[config.mk]
export PLATFORM = sky130hd
export DESIGN_NAME = wdog_two_stage
export DESIGN_NICKNAME = d
export VERILOG_FILES = /design/src/rtl/wdog_pkg.sv /design/src/rtl/wdog_regs.sv /design/src/rtl/wdog_counter.sv /design/src/rtl/wdog_escalate.sv /design/src/rtl/wdog_two_stage.sv
export SDC_FILE = /design/constraint.sdc
export NUM_CORES = 1
export LEC_CHECK = 0
export ABC_AREA = 1
export BUFFER_PORTS_ARGS = -buffer_cell sky130_fd_sc_hd__buf_2
export CAP_MARGIN = 15
export CORE_MARGIN = 2
export CORE_UTILIZATION = 55
export CTS_CLUSTER_SIZE = 25
export DETAILED_ROUTE_END_ITERATION = 12
export PLACE_DENSITY = 0.84
export SYNTH_ARGS = -nofsm -noshare
export SYNTH_HDL_FRONTEND = slang
export SYNTH_SLANG_ARGS = --single-unit
[constraint.sdc]
create_clock -name clk -period 1.81 [get_ports clk]
set_clock_uncertainty 0.2 [all_clocks]
set_input_delay 0.0905 -clock clk [delete_from_list [all_inputs] [get_ports clk]]
set_output_delay 0.0905 -clock clk [all_outputs]
set_load 0.03 [all_outputs]
[src/rtl/wdog_pkg.sv]
package wdog_pkg;

   // word addresses of the write port
   localparam logic ADDR_CFG = 1'b0;
   localparam logic ADDR_CMD = 1'b1;

   // configuration word field positions (select field follows the mode bit)
   localparam int CFG_EN_BIT   = 0;
   localparam int CFG_MODE_BIT = 1;
   localparam int CFG_SEL_LSB  = 2;

   // command word field positions
   localparam int CMD_RESTART_BIT = 0;
   localparam int CMD_CLEAR_BIT   = 1;

   typedef enum logic {
      ESC_TWO_STAGE = 1'b0,
      ESC_DIRECT    = 1'b1
   } esc_mode_e;

endpackage

[src/rtl/wdog_regs.sv]
module wdog_regs
   import wdog_pkg::*;
#(
   parameter int DATA_W = 8,
   parameter int SEL_W  = 4
) (
   input  logic              clk,
   input  logic              rst_n,
   input  logic              wr_en,
   input  logic              wr_addr,
   input  logic [DATA_W-1:0] wr_data,
   output logic              cfg_en,
   output esc_mode_e         cfg_mode,
   output logic [SEL_W-1:0]  cfg_sel,
   output logic              locked,
   output logic              restart_cmd,
   output logic              clear_cmd
);

   localparam int LockBit = CFG_SEL_LSB + SEL_W;

   logic cfg_wr;
   logic cmd_wr;

   assign cfg_wr = wr_en && (wr_addr == ADDR_CFG);
   assign cmd_wr = wr_en && (wr_addr == ADDR_CMD);

   assign restart_cmd = cmd_wr && wr_data[CMD_RESTART_BIT];
   assign clear_cmd   = cmd_wr && wr_data[CMD_CLEAR_BIT];

   always_ff @(posedge clk or negedge rst_n) begin
      if (!rst_n) begin
         cfg_en   <= 1'b0;
         cfg_mode <= ESC_TWO_STAGE;
         cfg_sel  <= '0;
      end else if (cfg_wr && !locked) begin
         cfg_en   <= wr_data[CFG_EN_BIT];
         cfg_mode <= esc_mode_e'(wr_data[CFG_MODE_BIT]);
         cfg_sel  <= wr_data[CFG_SEL_LSB +: SEL_W];
      end
   end

   // lock is sticky: only the reset clears it
   always_ff @(posedge clk or negedge rst_n) begin
      if (!rst_n) begin
         locked <= 1'b0;
      end else if (cfg_wr && wr_data[LockBit]) begin
         locked <= 1'b1;
      end
   end

endmodule

[src/rtl/wdog_counter.sv]
module wdog_counter #(
   parameter int MIN_EXP = 16,
   parameter int SEL_W   = 4
) (
   input  logic             clk,
   input  logic             rst_n,
   input  logic             enable,
   input  logic [SEL_W-1:0] sel,
   input  logic             restart,
   output logic             expire
);

   localparam int NumSel = 1 << SEL_W;
   localparam int CntW   = MIN_EXP + NumSel - 1;

   logic [CntW-1:0] count_q;
   logic [CntW-1:0] limit_tbl [NumSel];
   logic [CntW-1:0] limit;

   // one terminal value per selectable period
   for (genvar g = 0; g < NumSel; g++) begin : g_limit
      localparam longint unsigned Term = (64'd1 << (MIN_EXP + g)) - 64'd1;
      assign limit_tbl[g] = CntW'(Term);
   end

   assign limit  = limit_tbl[sel];
   assign expire = enable && !restart && (count_q == limit);

   always_ff @(posedge clk or negedge rst_n) begin
      if (!rst_n) begin
         count_q <= '0;
      end else if (!enable || restart || expire) begin
         count_q <= '0;
      end else begin
         count_q <= count_q + 1'b1;
      end
   end

endmodule

[src/rtl/wdog_escalate.sv]
module wdog_escalate
   import wdog_pkg::*;
(
   input  logic      clk,
   input  logic      rst_n,
   input  logic      expire,
   input  esc_mode_e mode,
   input  logic      clear_cmd,
   output logic      flag,
   output logic      rst_req
);

   logic flag_kept;
   logic flag_d;
   logic rst_d;

   // a clear in the same cycle counts as serviced
   assign flag_kept = flag && !clear_cmd;

   always_comb begin
      flag_d = flag_kept;
      rst_d  = 1'b0;
      if (expire) begin
         if (mode == ESC_DIRECT) begin
            rst_d = 1'b1;
         end else if (flag_kept) begin
            rst_d = 1'b1;
         end else begin
            flag_d = 1'b1;
         end
      end
   end

   always_ff @(posedge clk or negedge rst_n) begin
      if (!rst_n) begin
         flag    <= 1'b0;
         rst_req <= 1'b0;
      end else begin
         flag    <= flag_d;
         rst_req <= rst_d;
      end
   end

endmodule

[src/rtl/wdog_two_stage.sv]
module wdog_two_stage
   import wdog_pkg::*;
#(
   parameter int DATA_W  = 8,
   parameter int SEL_W   = 4,
   parameter int MIN_EXP = 16
) (
   input  logic              clk,
   input  logic              rst_n,
   input  logic              wr_en,
   input  logic              wr_addr,
   input  logic [DATA_W-1:0] wr_data,
   output logic              irq_o,
   output logic              flag_o,
   output logic              rst_req_o,
   output logic              locked_o
);

   localparam int NumSel  = 1 << SEL_W;
   localparam int MaxExp  = MIN_EXP + NumSel - 1;

   if (MIN_EXP < 1) begin : g_bad_min
      $error("wdog_two_stage: MIN_EXP must be at least 1");
   end
   if (SEL_W < 1 || SEL_W > 4) begin : g_bad_sel
      $error("wdog_two_stage: SEL_W must lie in 1..4");
   end
   if (MaxExp > 62) begin : g_bad_span
      $error("wdog_two_stage: longest period exceeds 2^62");
   end
   if (CFG_SEL_LSB + SEL_W + 1 > DATA_W) begin : g_bad_data
      $error("wdog_two_stage: DATA_W too narrow for the configuration word");
   end

   logic             cfg_en;
   esc_mode_e        cfg_mode;
   logic [SEL_W-1:0] cfg_sel;
   logic             restart_cmd;
   logic             clear_cmd;
   logic             expire;
   logic             flag;

   wdog_regs #(
      .DATA_W (DATA_W),
      .SEL_W  (SEL_W)
   ) i_regs (
      .clk         (clk),
      .rst_n       (rst_n),
      .wr_en       (wr_en),
      .wr_addr     (wr_addr),
      .wr_data     (wr_data),
      .cfg_en      (cfg_en),
      .cfg_mode    (cfg_mode),
      .cfg_sel     (cfg_sel),
      .locked      (locked_o),
      .restart_cmd (restart_cmd),
      .clear_cmd   (clear_cmd)
   );

   wdog_counter #(
      .MIN_EXP (MIN_EXP),
      .SEL_W   (SEL_W)
   ) i_counter (
      .clk     (clk),
      .rst_n   (rst_n),
      .enable  (cfg_en),
      .sel     (cfg_sel),
      .restart (restart_cmd),
      .expire  (expire)
   );

   wdog_escalate i_escalate (
      .clk       (clk),
      .rst_n     (rst_n),
      .expire    (expire),
      .mode      (cfg_mode),
      .clear_cmd (clear_cmd),
      .flag      (flag),
      .rst_req   (rst_req_o)
   );

   assign flag_o = flag;
   assign irq_o  = flag;

endmodule

==> results.yml <==
power_and_ir_drop:
  power.density_mw_per_mm2: 455
  ir_drop_mv: 0.341
  leakagePower_nw: 1.62
worst_setup_path:
  cpLargestDelayFamily: "simple AND/OR/NAND/NOR gates"
  startpoint_type: "flip-flop"
  crit_top_cell: "nand2_1"
  slowest_stage: "nor3_1"
  arrival_ns: 2.11
  crit_chain: "buf_4 > nand2_1 > nor3_1 > nand2_1 > nor2_1 > a21o_1 > nand2_1 > nor2_1"
  max_stage_delay_ns: 0.37
  cp_max_fo: 4
  path_class: "reg2reg"
  path_buf_inv: 1
  end_kind: "flip-flop"
  required_ns: 1.85
worst_hold_path:
  min_path_type: "in2async"
drt:
  drcViolationCount: 0
  routed_wl_mm: 8.76
  via_per_inst: 5.77
  vias: 2958
  antenna_left: 0
  drtIter0Drc: 315
  avgRoutedWirePerCell_um: 17.1
  drt_first_pass_iters: 5
timing:
  slew_violations: 0
  fin_ws_ns: -0.259
  rsz0062_at_grt: "true"
  relSlewSlack_pct: 67.5
  timing.fmax_mhz: 483
  worst_pin_slew_ns: 0.487
  fin_crit_ns: 2.07
  hold_ws_ns: 0.0978
  hold_viol: 0
  setup_viol: 33
  period_share_pct: 114
final_layout:
  fin_nets: 473
  drive_gt1_share_pct: 25.6
  design_area_mm2: 0.00350
  utilization_pct: 78.8
  syn_to_final_growth_pct: 36.1
  n_antenna_cell: 0
logic_synthesis:
  synth_cells: 374
  synthTopCellsByArea: "dfrtp_1, nand2_1, nor2_1, xor2_1, inv_1"
  syn_area_mm2: 0.00257
  ys_seq_area_share_pct: 38.9
  yosysWarnings: 0
  yosysMostFrequentCell: "nand2_1"
  syn_nets: 387
  synthArstFlopShare_pct: 100
  synth-seq-cells: 40
  yosysUniqueCellTypes: 24
  synthTopCellsByCount: "nand2_1, nor2_1, inv_1, dfrtp_1, nand3_1"
  avgSynthCellArea_um2: 6.88
  yosysTopAreaCell: "dfrtp_1"
  ys.flop_type: "dfrtp_1"
  synth_top_area_share_pct: 38.9
  synth_edf_count: 0
place:
  io_buffers: 14
  place_ws_ns: -0.161
  place_hpwl_mm: 5.47
  placed_area_mm2: 0.00308
  gp_congestion: 0.978
grt:
  antenna_found_initial: 0
  grt_max_degree: 23
  gr-total-overflow: 0
  grt_pass1_vias: 2818
  grt.total_usage_pct: 32.5
  grt_pass1_wl_mm: 12.8
clock_tree:
  cts_tree: "built"
  cts-htree-levels: 2
  cts-root-buf: "clkbuf_8"
  clkSinkCount: 40
  clk_path_buf_depth: 2
  cts_made_buffers: 5
  insertion_delay_ns: 0.31
  clk_pin_slew_ns: 0.10
floorplan:
  start_util_pct: 57.9
  die_w_um: 72.4
  die-area_mm2: 0.00524
  die_h_um: 72.4
  io_pins: 16
  core_mm2: 0.00444
  num_rows: 24
outcome:
  status: "finished, violations left"
  violations: "negative setup slack"
job:
  cap_violations: 0
-- report_power, final --
part | total [mW] | internal (mW) | switching (mW) | leakage (nW)
registers | 0.893 | 0.893 | 0 | 0.532
clock network | 0.641 | 0.274 | 0.368 | 0.0404
logic | 0.0588 | 0.0281 | 0.0307 | 1.05
total | 1.59 | 1.19 | 0.398 | 1.62
-- logic make-up (layout without fill, tap and decap cells) --
kind of cell,count (synthesis),in the layout,share of synthesized area [%]
AO/OA/AOI/OAI,13,13,2.63
XOR/XNOR,27,27,9.19
adder cells (fa/ha/maj),1,1,0.486
buffers and inverters,52,139,9.05
flip-flops,40,40,38.9
AND/OR/NAND/NOR,241,241,39.7
-- layer usage --
metal  share of wire (%)  global-route usage (%)  vias to the layer above
met5                   0                       0                        -
met4                 7.6                    17.7                        0
li1                    -                       -                     1336
met1                  36                    38.7                     1338
met3                 9.2                    7.36                       77
met2                  47                    54.5                      207
-- area by class of cell --
class / instances / area (um^2)
flip-flops and latches: 40 / 1010
clock buffers: 5 / 68.8
well taps: 52 / 65.1
fillers: 271 / 943
repair buffers: 86 / 719
inverters: 45 / 174
clock inverters: 3 / 23.8
multi-input cells: 282 / 1440
-- state kept, by name, indices dropped and copies added (netlist names) --
signal and count:
i_counter.count_q 31, i_regs.cfg_sel 4, i_regs.locked 1, i_escalate.rst_req 1, i_escalate.flag 1, i_regs.cfg_en 1
i_regs.cfg_mode 1
-- path summary, 6_finish.rpt --
kind                                           startpoint                               to  slack [ns]  cells after the start
max in group asynchronous                           rst_n    i_regs.cfg_sel[0]$_DFFE_PN0P_        0.79                      3
setup / recovery           i_counter.count_q[8]$_DFF_PN0_  i_counter.count_q[27]$_DFF_PN0_       -0.26                      8
min in group clk                                    wr_en    i_regs.cfg_sel[2]$_DFFE_PN0P_        0.15                      3
hold reg to reg               i_regs.cfg_mode$_DFFE_PN0P_      i_regs.cfg_mode$_DFFE_PN0P_        0.32                      2
hold / removal                                      rst_n  i_counter.count_q[25]$_DFF_PN0_         0.1                      2
setup reg to reg           i_counter.count_q[8]$_DFF_PN0_  i_counter.count_q[27]$_DFF_PN0_       -0.26                      8
-- metrics by stage --
| step | setup TNS (ns) | cells | power [mW] |
|---|---|---|---|
| floorplan | 0 | 374 | 0.914 |
| global placement | -2.91 | 487 | 0.947 |
| detailed placement | -4.25 | 487 | 0.949 |
| CTS | -4.61 | 509 | 1.57 |
| global route | -9.07 | 513 | 1.62 |
| finish | -6.64 | 513 | 1.59 |
-- worst reg2reg max path, cell delays in order, from the launching register on --
cell	delay, ns
dfrtp_1	0.35
buf_4	0.14
nand2_1	0.10
nor3_1	0.37
nand2_1	0.16
nor2_1	0.32
a21o_1	0.18
nand2_1	0.05
nor2_1	0.14
-- timing repair --
action	CTS	global route
pin swaps	2	10
resized for setup	9	32
gates cloned	1	1
hold endpoints to repair	48	0
setup buffers	2	4
setup endpoints to repair	32	33
hold buffers	11	0
-- cells in the final DEF (no fill, tap or decap), drive strengths merged --
| master | instances |
|---|---|
| a21o | 1 |
| a21oi | 4 |
| and2 | 1 |
| and3 | 1 |
| buf | 74 |
| clkbuf | 6 |
| clkinv | 1 |
| clkinvlp | 2 |
| dfrtp | 40 |
| dlygate4sd3 | 11 |
| ha | 1 |
| inv | 45 |
| nand2 | 101 |
| nand3 | 33 |
| nand3b | 2 |
| nand4 | 8 |
| nor2 | 80 |
| nor3 | 14 |
| nor3b | 1 |
| o21ai | 8 |
| xnor2 | 4 |
| xor2 | 23 |
No activity file was read; power rests on OpenSTA's default activity.
